**config.mk**
```make
export PLATFORM = sky130hd
export DESIGN_NAME = hz_scoreboard
export DESIGN_NICKNAME = d
export VERILOG_FILES = /design/src/rtl/hz_scoreboard.sv
export SDC_FILE = /design/constraint.sdc
export NUM_CORES = 1
export LEC_CHECK = 0
export BUFFER_PORTS_ARGS = -buffer_cell sky130_fd_sc_hd__buf_4
export CAP_MARGIN = 20
export CORE_MARGIN = 2
export CORE_UTILIZATION = 45
export CTS_CLUSTER_SIZE = 40
export DETAILED_ROUTE_END_ITERATION = 10
export PLACE_DENSITY_LB_ADDON = 0.12
export SETUP_SLACK_MARGIN = 0.05
export SLEW_MARGIN = 40
export SYNTH_ARGS = -nofsm -noshare
export SYNTH_HDL_FRONTEND = slang
export SYNTH_SLANG_ARGS = --single-unit
```
**constraint.sdc**
```tcl
create_clock -name clk -period 2.1 [get_ports clk]
set_clock_uncertainty 0.05 [all_clocks]
set_input_delay 0.105 -clock clk [delete_from_list [all_inputs] [get_ports clk]]
set_output_delay 0.105 -clock clk [all_outputs]
set_load 0.02 [all_outputs]
```
**src/rtl/hz_scoreboard.sv**
```systemverilog
module hz_scoreboard #(
  parameter int NUM_REGS   = 16,
  parameter int LAT_W      = 3,
  parameter int COMMIT_DLY = 2,
  localparam int RID_W     = $clog2(NUM_REGS),
  localparam int MAX_LAT   = (1 << LAT_W) - 1,
  localparam int CNT_W     = $clog2(MAX_LAT + COMMIT_DLY + 1)
) (
  input  logic                             clk,
  input  logic                             rst_n,
  input  logic                             flush,
  input  logic                             wr0_en,
  input  logic [RID_W-1:0]                 wr0_dst,
  input  logic [LAT_W-1:0]                 wr0_lat,
  input  logic                             wr1_en,
  input  logic [RID_W-1:0]                 wr1_dst,
  input  logic [LAT_W-1:0]                 wr1_lat,
  output logic [NUM_REGS-1:0][CNT_W-1:0]   remain
);

  localparam logic [CNT_W-1:0] MAX_LOAD = CNT_W'(MAX_LAT + COMMIT_DLY - 1);

  // Countdown start value: the consumer at distance d sees L+C-d
  function automatic logic [CNT_W-1:0] start_val(input logic [LAT_W-1:0] lat);
    logic [CNT_W-1:0] sum;
    sum = CNT_W'(lat) + CNT_W'(COMMIT_DLY);
    return (sum == '0) ? '0 : sum - 1'b1;
  endfunction

  logic [CNT_W-1:0] load0, load1;
  assign load0 = start_val(wr0_lat);
  assign load1 = start_val(wr1_lat);

  for (genvar i = 0; i < NUM_REGS; i++) begin : g_reg
    logic hit0, hit1;
    assign hit0 = wr0_en && (wr0_dst == RID_W'(i));
    assign hit1 = wr1_en && (wr1_dst == RID_W'(i));

    always_ff @(posedge clk or negedge rst_n) begin
      if (!rst_n) begin
        remain[i] <= '0;
      end else if (flush) begin
        remain[i] <= '0;
      end else if (hit1) begin
        remain[i] <= load1;          // younger write wins
      end else if (hit0) begin
        remain[i] <= load0;
      end else if (remain[i] != '0) begin
        remain[i] <= remain[i] - 1'b1;
      end
    end

    AST_CNT_RANGE: assert property (@(posedge clk) disable iff (!rst_n)
      remain[i] <= MAX_LOAD);

    AST_CNT_STEP: assert property (@(posedge clk) disable iff (!rst_n)
      (!flush && !hit0 && !hit1 && remain[i] != '0)
        |=> (remain[i] == $past(remain[i]) - 1'b1));
  end

  AST_FLUSH_CLEAR: assert property (@(posedge clk) disable iff (!rst_n)
    flush |=> (remain == '0));

endmodule

```
== Yosys cells after proc, flatten, opt, wreduce, memory -nomap -nowiden ==
Cells that the tools add are included.

* Register bits after elaboration: 64
* Bits in latches: 0
* RAM bits: 0
* ROM bits: 0
* Input bits: 19
* Output and inout bits: 64
* Word-level logic and storage cells: 200
* Memories kept: 0

* Add/sub/neg operators: 20
* $mul: 0
* Divide/modulo/power cells: 0
* Magnitude comparators: 0
* Equal/unequal tests: 30
* Shift-type cells: 0
* Mux-type cells: 66
* Bitwise gates (word level): 0
* Reductions and logical operators: 68

{| class="wikitable"
|+ Operator list
! kind !! count
|-
| two-way mux 4 bit || 66
|-
| nonzero test 4 bit || 32
|-
| subtractor 4 x 1 -> 4 bit, second input constant || 18
|-
| equality test 4 bit, second input constant || 16
|-
| equality test 4 x 3 -> 1 bit, second input constant || 8
|-
| logical AND 1 bit || 32
|-
| equality test 4 x 2 -> 1 bit, second input constant || 4
|-
| zero test 4 bit || 4
|-
| adder 3 x 2 -> 4 bit, second input constant || 2
|-
| equality test 4 x 1 -> 1 bit, second input constant || 2
|}

== Longest topological paths before layout ==
* Depth in word-level cells: 6
* Depth in mapped cells: 7

== Worst setup path after synthesis ==
OpenSTA, ideal clock, no wires.

* Path kind: register -> register
* From: register remain[20] (netlist bit)
* To: register remain[21] (netlist bit)
* Setup time: 0.101 ns
* Data arrival time: 1.627 ns
* Setup slack: 0.323 ns
* Stages on the path, launching flop included: 7
* Buffers on the path: 0
* Period minus slack after synthesis: 1.777 ns
* Cell sequence: dfrtp_1 -> inv_1 -> ha_1 -> or3b_2 -> a21oi_1 -> nand2_1 -> o32ai_1

* Cells in the longest elaborated chain, start to end: 5
* Elaborated cells between the ends (all ways): 7

{| class="wikitable"
|+ Ends and longest elaborated chain
! what !! RTL line !! RTL
|-
| start, declared || 18 || <nowiki>output logic [NUM_REGS-1:0][CNT_W-1:0] remain</nowiki>
|-
| start signal, assigned by index || 45 || <nowiki>remain[i] <= load1;</nowiki>
|-
| start signal, assigned by index || 47 || <nowiki>remain[i] <= load0;</nowiki>
|-
| start signal, assigned by index || 49 || <nowiki>remain[i] <= remain[i] - 1'b1;</nowiki>
|-
| subtractor 4 x 1 -> 4 bit || 49 ||
|-
| two-way mux 4 bit || 48 || <nowiki>end else if (remain[i] != '0) begin</nowiki>
|-
| two-way mux 4 bit || 46 || <nowiki>end else if (hit0) begin</nowiki>
|-
| two-way mux 4 bit || 44 || <nowiki>end else if (hit1) begin</nowiki>
|-
| two-way mux 4 bit || 42 || <nowiki>end else if (flush) begin</nowiki>
|}

Several ways; a longest one is shown, not always the timed one. The select of a mux whose other input is x is not followed.
A chain may end at the register's enable or synchronous reset.

== Final worst setup path ==
Same ends and word-level chain as after synthesis.

==> results.sh <==
export IMPL_status="complete, no violations"
export IMPL_finish_utilization_pct=57.08
export IMPL_port_buffers=82
export IMPL_fin_crit_sh_pct=90.27
export IMPL_path_cells="inv_1 > ha_1 > or3b_2 > a21oi_1 > a221o_1 > o32ai_1"
export IMPL_root_buffer="clkbuf_16"
export IMPL_dr_pass1_iters=5
export IMPL_worstSetupStartpointType="flop"
export IMPL_slew_headroom_pct=54.80
export IMPL_crit_path_end_kind="flop"
export IMPL_antenna_cells=0
export IMPL_largest_reg_flops=64
export IMPL_die_area_sq_mm=0.01215
export IMPL_grt_pass1_wl_microns=26710
export IMPL_vias=5516
export IMPL_drive_gt1_share_pct=19.77
export IMPL_area_growth_pct=22.91
export IMPL_max_stage_delay_ps=460
export IMPL_holdPathStages=4
export IMPL_finalMaxSlewViolations=0
export IMPL_hold_viol=0
export IMPL_critPathTopFamily="compound AO/OA/AOI/OAI gates"
export IMPL_viasPerCell=6.505
export IMPL_drt_iter0_markers=451
export IMPL_synth_edff_count=0
export IMPL_r2r_slack_ps=200
export IMPL_cts_buffers=9
export IMPL_cp_arrival_ps=2030
export IMPL_final_common_cell="buf_4"
export IMPL_ir_drop_mv=0.8268
export IMPL_detailed_place_hpwl_microns=11550
export IMPL_worstMarginPinSlew_ps=678.0
export IMPL_clock_sinks=64
export IMPL_nets=746
export IMPL_synth_ff_type="dfrtp_1"
export IMPL_ys_seq_area_share_pct=31.53
export IMPL_setup_violations=0
export IMPL_rr_worst_depth=6
export IMPL_rsz0062_at_grt="false"
export IMPL_leakagePower_uw=0.002542
export IMPL_ys_types=44
export IMPL_synth_nets=665
export IMPL_yosys_warnings=0
export IMPL_regMostFlops="remain"
export IMPL_power_density_mw_per_mm2=1615
export IMPL_place_gp_congestion=0.9886
export IMPL_path_max_fanout=5
export IMPL_ioPinCount=83
export IMPL_drc=0
export IMPL_r2r_start="remain[20]"
export IMPL_cp_required_ps=2240
export IMPL_grt_usage_pct=28.41
export IMPL_postRouteWirelength_microns=16680
export IMPL_yosysTopAreaCellShare_pct=31.53
export IMPL_hp_class="in -> reg"
export IMPL_clk_latency_ps=330
export IMPL_initial_core_util_pct=46.44
export IMPL_ant_nets=0
export IMPL_grt_max_degree=53
export IMPL_htreeDepth=3
export IMPL_grt_overflow=0
export IMPL_path_clk_slew_ps=50
export IMPL_placed_area_sq_mm=0.005908
export IMPL_yosys_area_top_type="dfrtp_1"
export IMPL_fmax_mhz=527.5
export IMPL_critPathBufInv=1
export IMPL_min_from="wr1_dst[1]"
export IMPL_postCtsSetupBuffers=0
export IMPL_synthArstFlopShare_pct=100.0
export IMPL_largest_registers="remain x64"
export IMPL_fin_setup_tns_ps=0
export IMPL_post_drt_wl_per_cell_microns=19.67
export IMPL_netlist_area_sq_mm=0.005079
export IMPL_r2r_end="remain[21]"
export IMPL_crit_type="reg -> reg"
export IMPL_hold_end="remain[35]"
export IMPL_avgSynthCellArea_sq_um=8.165
export IMPL_first_global_vias=5164
export IMPL_final_design_area_no_fill_sq_mm=0.006242
export IMPL_crit_slowest_cell="or3b_2"
export IMPL_synth_seq_cells=64
export IMPL_die_h_microns=110.2
export IMPL_cts_buffer_depth=2
export IMPL_final_min_clock_period_ps=1896
export IMPL_row_count=38
export IMPL_syn_inst=622
export IMPL_core_sq_mm=0.01094
export IMPL_die_x_microns=110.2
export IMPL_grt_antenna_before_repair=0
export IMPL_maxCapViolations=0
export IMPL_cts_tree="built"
export IMPL_synth_area_leaders="dfrtp_1 32%, o211ai_1 8.4%, ha_1 5.9%, xnor2_1 5.3%, nand2_1 4.3%"
export IMPL_layout_common_cells="100 x buf_4, 64 x dfrtp_1, 58 x nand2_1, 57 x o211ai_1, 41 x nor3_1"
## routing by layer
layer	global-route usage, %	wire [microns]	vias up	part of all wire (%)
li1	-	-	2521	-
met1	39.29	7047	2642	42
met2	45.97	7665	308	46
met3	4.174	1577	45	9.5
met4	8.661	389	0	2.3
met5	0	0	-	0
## worst min-delay path: stages
cell and delay, ps:
buf_4 190, nor3_1 120, nand2_1 80, a21oi_1 60
## where the power goes
part	leakage, uW	internal, uW	switching (uW)
clock	0.000159	1050	558
sequential	0.000840	1770	685
combinational	0.00154	2990	3030
total	0.00254	5810	4270
## cell type report
class	instances	area (sq um)
multi-input cells	486	3183
well taps	140	175.2
inverters	38	142.6
clock buffers	14	284.0
fillers	1014	4693
flip-flops and latches	64	1602
repair buffers	104	820.8
clock inverters	2	35.03
## Yosys cell counts (2+ instances only)
cell type,number
a21oi_1,35
mux2_2,2
nand3_1,14
buf_2,8
or3b_1,2
a31o_2,14
o21ai_0,16
nand4_1,15
nand3b_1,4
nor2_1,33
ha_1,24
nand2_1,58
a31oi_1,13
nor3b_2,2
o2bb2ai_1,2
inv_1,38
xnor2_1,31
nor3b_1,15
o22ai_1,11
a21o_1,2
clkbuf_1,22
or3_1,9
and3b_1,4
and3_1,3
o211ai_1,57
or4_1,15
a211oi_1,26
dfrtp_1,64
buf_6,2
nand2b_1,6
nor2b_1,4
nor3_1,41
o31ai_1,19
## what timing repair did
action | CTS | global route
gates resized for setup | 0 | 1
setup endpoints to repair | 0 | 1
endpoints found under the hold margin | 36 | 0
hold buffers | 1 | 0
## how the worst max path moves through the flow
stage                          start         end  slack (ps)  depth (start not counted)
final                     remain[20]  remain[21]         200                          6
after global routing      remain[40]  remain[40]         110                          6
after CTS                  remain[1]   remain[0]         200                          6
after detailed placement   remain[0]   remain[0]         220                          6
after global placement     remain[1]   remain[0]         310                          6
after floorplan           remain[20]  remain[21]         320                          6
## logic make-up (layout without fill, tap and decap cells)
family,count (synthesis),count (layout),synth area share [%]
AND/OR/NAND/NOR,229,229,23.85
AO/OA/AOI/OAI,198,198,26.66
buffers and inverters,72,158,5.888
flip-flops,64,64,31.53
XOR/XNOR,32,32,5.519
adder cells (fa/ha/maj),24,24,5.913
multiplexers,3,3,0.6405
## through the flow
step	hold slack, ps	std cells	worst slack, ps	total power, uW
2_1_floorplan	-240.6	622	322.6	6423
3_3_place_gp	64.10	831	314.7	8259
3_5_place_dp	64.17	831	224.0	8389
4_1_cts	179.1	848	199.9	10050
5_1_grt	222.9	848	105.1	10830
6_report	205.5	848	204.4	10080
No activity file was read; power rests on OpenSTA's default activity.
